--- src/rtl/lnest_pkg.sv ---
package lnest_pkg;

    typedef enum logic [1:0] {
        ST_IDLE   = 2'd0,
        ST_RUN    = 2'd1,
        ST_FINISH = 2'd2
    } lnest_state_e;

    // Effective number of outer invocations sharing one interval window.
    function automatic int eff_degree(input int ivl, input int max_deg);
        if (max_deg == 0 || max_deg > ivl) begin
            return ivl;
        end
        return max_deg;
    endfunction

endpackage

--- src/rtl/lnest_step_ctr.sv ---
module lnest_step_ctr #(
    parameter int W    = 1,
    parameter int MAXV = 1,
    parameter int STEP = 1
) (
    input  logic         clk,
    input  logic         rst_n,
    input  logic         clr,
    input  logic         inc,
    output logic [W-1:0] cnt,
    output logic         at_end
);

    int nxt;

    always_comb begin
        nxt    = int'(cnt) + STEP;
        at_end = (nxt > MAXV);
    end

    always_ff @(posedge clk or negedge rst_n) begin
        if (!rst_n) begin
            cnt <= '0;
        end else if (clr) begin
            cnt <= '0;
        end else if (inc) begin
            cnt <= at_end ? '0 : W'(nxt);
        end
    end

    // the counter never leaves its legal range
    a_r4_ctr_in_range: assert property (@(posedge clk) disable iff (!rst_n)
        int'(cnt) <= MAXV);

endmodule

--- src/rtl/lnest_slot_gate.sv ---
module lnest_slot_gate #(
    parameter int OW     = 1,
    parameter int IW     = 1,
    parameter int SW     = 1,
    parameter int OUTERS = 1,
    parameter int INNERS = 1,
    parameter int DEG    = 1
) (
    input  logic [OW-1:0] grp_base,
    input  logic [IW-1:0] inner,
    input  logic [SW-1:0] slot,
    output logic          live,
    output logic          last,
    output logic [OW-1:0] outer
);

    int sum;

    always_comb begin
        sum   = int'(grp_base) + int'(slot);
        live  = (int'(slot) < DEG) && (sum < OUTERS);
        last  = live && (sum == OUTERS - 1) && (int'(inner) == INNERS - 1);
        outer = OW'(sum);
    end

endmodule

--- src/rtl/lnest_issuer.sv ---
module lnest_issuer #(
    parameter int OUTER_TRIPS = 5,
    parameter int INNER_TRIPS = 5,
    parameter int INIT_IVL    = 2,
    parameter int MAX_DEG     = 0,
    localparam int OW = (OUTER_TRIPS < 2) ? 1 : $clog2(OUTER_TRIPS),
    localparam int IW = (INNER_TRIPS < 2) ? 1 : $clog2(INNER_TRIPS)
) (
    input  logic          clk,
    input  logic          rst_n,
    input  logic          start,
    input  logic          ready,
    output logic          valid,
    output logic [OW-1:0] outer_idx,
    output logic [IW-1:0] inner_idx,
    output logic          done
);

    import lnest_pkg::*;

    localparam int DEG = eff_degree(INIT_IVL, MAX_DEG);
    localparam int SW  = (INIT_IVL < 2) ? 1 : $clog2(INIT_IVL);

    lnest_state_e st, st_nxt;

    logic [SW-1:0] slot;
    logic [IW-1:0] inner;
    logic [OW-1:0] grp_base;
    logic          slot_end, inner_end, grp_end;
    logic          live, last, adv, clr;
    logic [OW-1:0] outer_w;

    // Step the schedule unless an offered pair is being held back.
    assign adv = (st == ST_RUN) && (!live || ready);
    assign clr = (st == ST_IDLE);

    lnest_step_ctr #(.W(SW), .MAXV(INIT_IVL - 1), .STEP(1)) slot_ctr_i (
        .clk    (clk),
        .rst_n  (rst_n),
        .clr    (clr),
        .inc    (adv && !last),
        .cnt    (slot),
        .at_end (slot_end)
    );

    lnest_step_ctr #(.W(IW), .MAXV(INNER_TRIPS - 1), .STEP(1)) inner_ctr_i (
        .clk    (clk),
        .rst_n  (rst_n),
        .clr    (clr),
        .inc    (adv && !last && slot_end),
        .cnt    (inner),
        .at_end (inner_end)
    );

    lnest_step_ctr #(.W(OW), .MAXV(OUTER_TRIPS - 1), .STEP(DEG)) grp_ctr_i (
        .clk    (clk),
        .rst_n  (rst_n),
        .clr    (clr),
        .inc    (adv && !last && slot_end && inner_end),
        .cnt    (grp_base),
        .at_end (grp_end)
    );

    lnest_slot_gate #(
        .OW(OW), .IW(IW), .SW(SW),
        .OUTERS(OUTER_TRIPS), .INNERS(INNER_TRIPS), .DEG(DEG)
    ) gate_i (
        .grp_base (grp_base),
        .inner    (inner),
        .slot     (slot),
        .live     (live),
        .last     (last),
        .outer    (outer_w)
    );

    // Next-state logic: launch, last accept, retire.
    always_comb begin
        st_nxt = st;
        unique case (st)
            ST_IDLE:   if (start) st_nxt = ST_RUN;
            ST_RUN:    if (adv && last) st_nxt = ST_FINISH;
            ST_FINISH: st_nxt = ST_IDLE;
            default:   st_nxt = ST_IDLE;
        endcase
    end

    always_ff @(posedge clk or negedge rst_n) begin
        if (!rst_n) begin
            st <= ST_IDLE;
        end else begin
            st <= st_nxt;
        end
    end

    always_comb begin
        valid     = 1'b0;
        done      = 1'b0;
        outer_idx = outer_w;
        inner_idx = inner;
        unique case (st)
            ST_IDLE:   valid = 1'b0;
            ST_RUN:    valid = live;
            ST_FINISH: done  = 1'b1;
            default:   valid = 1'b0;
        endcase
    end

    // a stalled pair stays on the outputs
    a_r6_hold_on_stall: assert property (@(posedge clk) disable iff (!rst_n)
        (valid && !ready) |=> (valid && $stable(outer_idx) && $stable(inner_idx)));

    // done follows acceptance of the final pair
    a_r8_done_after_last: assert property (@(posedge clk) disable iff (!rst_n)
        (valid && ready && int'(outer_idx) == OUTER_TRIPS - 1
               && int'(inner_idx) == INNER_TRIPS - 1) |=> done);

    // done is a single-cycle pulse with nothing offered after it
    a_r8_done_single: assert property (@(posedge clk) disable iff (!rst_n)
        done |=> (!done && !valid));

    // offered indices lie inside the trip counts
    a_r4_index_bound: assert property (@(posedge clk) disable iff (!rst_n)
        valid |-> (int'(outer_idx) < OUTER_TRIPS && int'(inner_idx) < INNER_TRIPS));

    // the group base never wraps before the final pair
    a_r4_no_group_wrap: assert property (@(posedge clk) disable iff (!rst_n)
        (adv && !last && slot_end && inner_end) |-> !grp_end);

    // start during a run does not disturb it
    a_r9_start_ignored: assert property (@(posedge clk) disable iff (!rst_n)
        (st == ST_RUN && start && !(adv && last)) |=> (st == ST_RUN));

    // no pair is offered from a slot at or beyond the degree
    a_r3_slot_limit: assert property (@(posedge clk) disable iff (!rst_n)
        valid |-> (int'(slot) < DEG));

endmodule

--- config.mk ---
export PLATFORM = sky130hd
export DESIGN_NAME = lnest_issuer
export DESIGN_NICKNAME = d
export VERILOG_FILES = /design/src/rtl/lnest_pkg.sv /design/src/rtl/lnest_step_ctr.sv /design/src/rtl/lnest_slot_gate.sv /design/src/rtl/lnest_issuer.sv
export SDC_FILE = /design/constraint.sdc
export NUM_CORES = 1
export LEC_CHECK = 0
export ABC_AREA = 0
export ABC_CLOCK_PERIOD_IN_PS = 1500
export BUFFER_PORTS_ARGS = -buffer_cell sky130_fd_sc_hd__buf_2
export CELL_PAD_IN_SITES_DETAIL_PLACEMENT = 1
export CELL_PAD_IN_SITES_GLOBAL_PLACEMENT = 1
export CORE_MARGIN = 2
export CORE_UTILIZATION = 35
export CTS_BUF_LIST = sky130_fd_sc_hd__clkbuf_16
export CTS_CLUSTER_SIZE = 12
export DETAILED_ROUTE_END_ITERATION = 6
export HOLD_SLACK_MARGIN = 0.12
export PLACE_DENSITY_LB_ADDON = 0.1
export SLEW_MARGIN = 20
export SYNTH_ARGS = -nofsm -noshare
export SYNTH_HDL_FRONTEND = slang
export SYNTH_SLANG_ARGS = --single-unit
--- constraint.sdc ---
create_clock -name clk -period 1.5 [get_ports clk]
set_input_delay 0.3 -clock clk [delete_from_list [all_inputs] [get_ports clk]]
set_output_delay 0.3 -clock clk [all_outputs]
set_load 0.02 [all_outputs]
==> metrics.cfg, run 1 <==
[outcome]
outcome=completed

[timing]
relSlewSlack_pct=77.93
fmax_mhz=693.3
fin_crit_sh_pct=96.15
timing.hold.ws_ns=0.3369
fin_setup_tns_ns=0
clock_skew_ns=0.004130
hold_viol=0
finalSetupViolations=0
drv_slew=0
worst-slew-pin-transition_ns=0.3304
min_period_ns=1.442
setup_slack_ns=0.05768

[detailed_routing]
vias_per_cell=5.484
vias=521
drt_wl_total_um=1507
drt_iter0_drc=1
wire_per_inst_um=15.86
antenna_left=0
drtPass1Iterations=2
drcViolationCount=0

[synthesis]
synth_cell_types=33
synth_area_leaders=dfrtp_1 35%, ha_1 11%, nand3_1 3.5%
synth_top_area_share_pct=34.93
synth_seq_cells=8
netlist_area_sq_um=573.1
yosys.area.top_type=dfrtp_1
ys_warn_count=0
ys_seq_area_share_pct=34.93
synthesis.instances=59
avgSynthCellArea_sq_um=9.713
syn-num-nets=68

[setup_path]
r2r_start=inner_ctr_i.cnt[0]
reg2reg_depth=4
reg2reg_to=inner_ctr_i.cnt[1]
path_max_fanout=3
crit_type=flip-flop to output port
start_kind=flip-flop
required_ns=1.20
cp.arrival_ns=1.14
endpoint_kind=output port
reg2reg_slack_ns=0.06

[global_route]
grt-ovfl-total=0
grt_max_degree=10
antenna_found_initial=0
grt_use_total_pct=18.61
grt_pass1_vias=524
grt_pass1_wl_um=2594

[run]
cap_viol_max_count=0

[min_path]
hold_depth=3
hp-class=primary input to flip-flop
hp-start=start
min_to=st[0]

[placed_design]
dp_cells=89
routabilityCongestion=0.7430
io_buffers=11
pre_cts_slack_ns=0.02035
hpwl_um=1148

[power]
vdd_drop_max_uv=1330
power-per-cell-area_nw_per_um2=1966
pwr-share-clk_pct=28.9
internal_power_uw=992.8
p_seq_share_pct=21.6
pwr-share-comb_pct=49.5
power.share.switching_pct=36.75
p_leak_nw=0.3731
power.net_switching_uw=576.8

[layout]
finalNetCount=89
seq_area_sq_um=202.7
multi_input_area_sq_um=369.1
drive_gt1_share_pct=40.51
stdcell_count=95
nFillCells=178
area_delta_synth_final_pct=39.30
mostFrequentLayoutCell=buf_2
layout_common_cells=10 x buf_2, 7 x buf_4, 6 x dfrtp_1
antenna_cells=0

[die]
dieArea_sq_um=1977
initial_utilization_pct=37.60
core_sq_um=1524
ios=12
die_h_um=44.47
num_rows=14
die_w_um=44.47

[cts]
cts-root-buf=clkbuf_16
cts_tree=built
numCtsBuffers=3
clkSlewWorstSetupHoldPaths_ns=0.04
htree_levels=1
clk_latency_ns=0.23
clock_sinks=8
cts.path.max_buffers=2

cell families (layout without fill, tap and decap cells):
group | after synthesis | count (layout) | share of synthesized area (%)
flops | 8 | 8 | 34.93
compound gates | 18 | 18 | 23.36
simple gates | 21 | 21 | 24.46
buf+inv | 6 | 26 | 4.802
xor+xnor | 1 | 1 | 1.529
fa+ha+maj | 5 | 5 | 10.92
registers in the layout, indices dropped and copies added, names as in the netlist:
name / count
grp_ctr_i.cnt: 2
inner_ctr_i.cnt: 3
slot_ctr_i.cnt: 1
st: 2
worst max-delay path, stage by stage (launching register included):
cell and delay [ns]:
dfrtp_1 0.37, or2_4 0.27, a21oi_2 0.13, buf_4 0.14
per-stage QoR:
step           total power [mW]  util, %  area (sq um)
4_1_cts                   1.547    50.90         775.7
6_report                  1.570    52.38         798.3
3_3_place_gp              1.054    44.25         674.4
3_5_place_dp              1.067    44.25         674.4
2_1_floorplan            0.8255        -         574.3
5_1_grt                   1.700    52.38         798.3
synthesized netlist by cell type:
master     count
nor4bb_1       1
xnor2_1        1
o21a_1         1
or3_4          1
o211ai_1       2
ha_1           5
o2bb2ai_1      1
buf_2          1
o211a_1        1
a311oi_1       1
o21ai_0        2
nor2b_2        1
o41ai_1        1
a31oi_1        1
a32o_1         1
nor2b_1        3
nand2b_1       1
o31ai_1        1
buf_4          1
or2_2          2
a22o_1         1
and3_1         1
inv_1          4
nand2_1        1
o2111ai_1      2
dfrtp_1        8
a21oi_1        3
nand3_1        4
nor2_1         2
nor3_1         1
nor3_2         1
nor3b_2        1
and2b_1        1
power by group through the flow:
stage / sequential (mW) / clock, mW / combinational, mW
after global routing: 0.348 / 0.482 / 0.870
after global placement: 0.336 / 0 / 0.718
after floorplan: 0.415 / 0 / 0.410
final: 0.338 / 0.454 / 0.778
after detailed placement: 0.343 / 0 / 0.724
after CTS: 0.343 / 0.466 / 0.738
layout make-up:
| type | count | area share [%] |
|---|---|---|
| clock buffers | 3 | 9.404 |
| clock inverters | 1 | 0.4702 |
| inverters | 4 | 1.881 |
| multi-input cells | 45 | 46.24 |
| flip-flops and latches | 8 | 25.39 |
| well taps | 16 | 2.508 |
| repair buffers | 18 | 14.11 |
per-layer routing:
layer	global-route usage, %	up-vias	share of wire, %
met5	0	-	0
met4	3.636	0	0
met3	7.347	0	2.3
met2	28.41	7	46
met1	24.81	252	51
li1	-	262	-
worst max-delay path by stage:
stage               cells after the start                 end  slack [ns]                from
floorplan                               2               valid        0.01    grp_ctr_i.cnt[1]
global placement                        4  inner_ctr_i.cnt[1]        0.06  inner_ctr_i.cnt[0]
detailed placement                      4  inner_ctr_i.cnt[1]        0.02  inner_ctr_i.cnt[0]
CTS                                     4  inner_ctr_i.cnt[1]        0.01  inner_ctr_i.cnt[0]
global route                            4  inner_ctr_i.cnt[1]       -0.02  inner_ctr_i.cnt[1]
finish                                  3               valid        0.06      slot_ctr_i.cnt
timing repair:
item / CTS / global route
setup endpoints to repair: 1 / 5
buffers inserted: 0 / 1
resized for setup: 3 / 4
endpoints found under the hold margin: 8 / 0
pin swaps: 0 / 1
hold buffers: 1 / 0
No activity file was read; power rests on OpenSTA's default activity.
==> run 2: changes to the inputs <==
--- a/config.mk
+++ b/config.mk
@@ -20,4 +20,5 @@
 export SLEW_MARGIN = 20
 export SYNTH_ARGS = -nofsm -noshare
 export SYNTH_HDL_FRONTEND = slang
+export SYNTH_HIERARCHICAL = 1
 export SYNTH_SLANG_ARGS = --single-unit
==> metrics.cfg, run 2 <==
[outcome]
outcome=finished with violations
failed_checks=negative setup slack

[die]
core_sq_um=1506  ; -1.1%
ios=12  ; unchanged
dieArea_sq_um=1946  ; -1.6%
initial_utilization_pct=37.38  ; -0.23 points
num_rows=14  ; unchanged
die_h_um=44.11  ; -0.80%
die_w_um=44.11  ; -0.80%

[synthesis]
syn-num-nets=69  ; +1.5%
synthesis.instances=60  ; +1.7%
ys_warn_count=6  ; +6
avgSynthCellArea_sq_um=9.384  ; -3.4%
netlist_area_sq_um=563.0  ; -1.7%

[placed_design]
hpwl_um=1165  ; +1.5%
routabilityCongestion=0.7262  ; -2.3%
io_buffers=11  ; unchanged

[layout]
mostFrequentLayoutCell=buf_4
top_regs=inner_ctr_i/cnt x3, grp_ctr_i/cnt x2, st x2
layout_common_cells=14 x buf_4, 10 x buf_2, 8 x dfrtp_1
seq_area_sq_um=200.2  ; -1.2%
nFillCells=172  ; -3.4%
drive_gt1_share_pct=54.55  ; +14 points
finalNetCount=99  ; +11%
antenna_cells=0  ; unchanged
largest_reg_flops=3  ; unchanged
largest-register=inner_ctr_i/cnt
area_delta_synth_final_pct=65.78
multi_input_area_sq_um=431.7  ; +17%
final_util_pct=61.96  ; +9.6 points

[setup_path]
start_kind=flip-flop
cp.arrival_ns=1.53  ; +0.39 ns
crit_type=flip-flop to output port
cpMaxStageDelayCell=dfrtp_1
cp_cell_sequence=ha_4 > nor2_4 > nor2_2 > a21oi_2 > and3_2 > buf_6
slowest_delay_ns=0.40  ; +0.03 ns
reg2reg_to=inner_ctr_i/cnt[2]
reg2reg_depth=7  ; +3
endpoint_kind=output port
r2r_start=grp_ctr_i/cnt[1]
required_ns=1.20  ; about the same
path_max_fanout=3  ; unchanged
reg2reg_slack_ns=-0.32  ; -0.38 ns

[cts]
clk_latency_ns=0.23  ; about the same
cts-root-buf=clkbuf_16
cts_tree=built
clock_sinks=8  ; unchanged
clkSlewWorstSetupHoldPaths_ns=0.04  ; about the same
cts.path.max_buffers=2  ; unchanged
htree_levels=1  ; unchanged
numCtsBuffers=3  ; unchanged

[timing]
min_period_ns=1.835  ; +0.3926 ns
worst-slew-pin-transition_ns=0.5229  ; +0.1924 ns
timing.hold.ws_ns=0.3687  ; +0.03171 ns
fin_crit_sh_pct=122.3  ; +26 points
fmax_mhz=545.0  ; -21%
rsz0062_at_grt=true
clock_skew_ns=0.001265  ; -0.002864 ns
finalSetupViolations=9  ; +9
hold_viol=0  ; unchanged
relSlewSlack_pct=65.01  ; -13 points
setup_slack_ns=-0.3350  ; -0.3926 ns
drv_slew=0  ; unchanged

[detailed_routing]
vias=565  ; +8.4%
vias_per_cell=5.433  ; -0.94%
antenna_left=0  ; unchanged
drcViolationCount=0  ; unchanged
wire_per_inst_um=16.38  ; +3.3%
drtPass1Iterations=4  ; +2
drt_iter0_drc=5  ; +4
drt_wl_total_um=1704  ; +13%

[global_route]
grt_use_total_pct=19.92  ; +1.3 points
grt_pass1_wl_um=2697  ; +4.0%
grt_pass1_vias=583  ; +11%
grt-ovfl-total=0  ; unchanged
grt_max_degree=9  ; -1
antenna_found_initial=0  ; unchanged

[min_path]
hold_depth=2  ; -1
hp-start=start
min_to=st[0]
hp-class=primary input to flip-flop

[power]
power_mw=2.146  ; +37%
p_leak_nw=0.4220  ; +13%
vdd_drop_max_uv=1375  ; +3.4%
power-per-cell-area_nw_per_um2=2299  ; +17%

[run]
cap_viol_max_count=0  ; unchanged

run 2: worst max-delay path: cells and delay by family, from the launching register on:
family | cells | cell delay [ns]
AOI/OAI and AO/OA | 1 | 0.16
adders and majority gates | 1 | 0.26
buffers and inverters | 1 | 0.11
DFF | 1 | 0.40
and+or+nand+nor | 3 | 0.37
run 2: worst max path at each step:
| stage | endpoint | depth (start not counted) | start | slack, ns |
|---|---|---|---|---|
| 2_1_floorplan | inner_ctr_i/cnt[2] | 8 | slot_ctr_i/cnt | -0.35 |
| 3_3_place_gp | inner_ctr_i/cnt[0] | 9 | grp_ctr_i/cnt[1] | -0.32 |
| 3_5_place_dp | inner_ctr_i/cnt[0] | 9 | grp_ctr_i/cnt[1] | -0.37 |
| 4_1_cts | valid | 6 | grp_ctr_i/cnt[1] | -0.31 |
| 5_1_grt | inner_ctr_i/cnt[0] | 9 | grp_ctr_i/cnt[1] | -0.45 |
| 6_report | valid | 6 | grp_ctr_i/cnt[1] | -0.33 |
run 2: cell type report:
class / instances / area share, %
flip-flops and latches: 8 / 21.45
multi-input cells: 45 / 46.25
repair buffers: 27 / 20.11
clock buffers: 3 / 8.043
well taps: 16 / 2.145
inverters: 5 / 2.011
run 2: where the power goes:
part           switching, mW  internal, mW
clock network          0.103         0.343
logic                  0.671         0.652
registers             0.0828         0.294
total                  0.857          1.29
run 2: metrics by stage:
step / TNS, ns / area [sq um] / instances / setup slack [ns]
after floorplan: -2.109 / 604.3 / 60 / -0.3541
after global placement: -2.119 / 743.2 / 96 / -0.3184
after detailed placement: -2.489 / 743.2 / 96 / -0.3716
after CTS: -2.362 / 865.8 / 102 / -0.3108
after global routing: -3.249 / 933.4 / 104 / -0.4460
final: -2.466 / 933.4 / 104 / -0.3350
run 2: what timing repair did:
action	in CTS	in global routing
resized for setup	6	11
buffers inserted	2	3
setup endpoints to repair	9	9
endpoints found under the hold margin	8	0
hold buffers	1	0
pin swaps	6	4
run 2: per-layer routing:
metal / GRT usage (%) / share of wire, % / vias to the layer above
li1: - / - / 267
met1: 23.04 / 42 / 281
met2: 30.59 / 52 / 10
met3: 6.122 / 2.6 / 7
met4: 15.15 / 3.2 / 0
met5: 0 / 0 / -
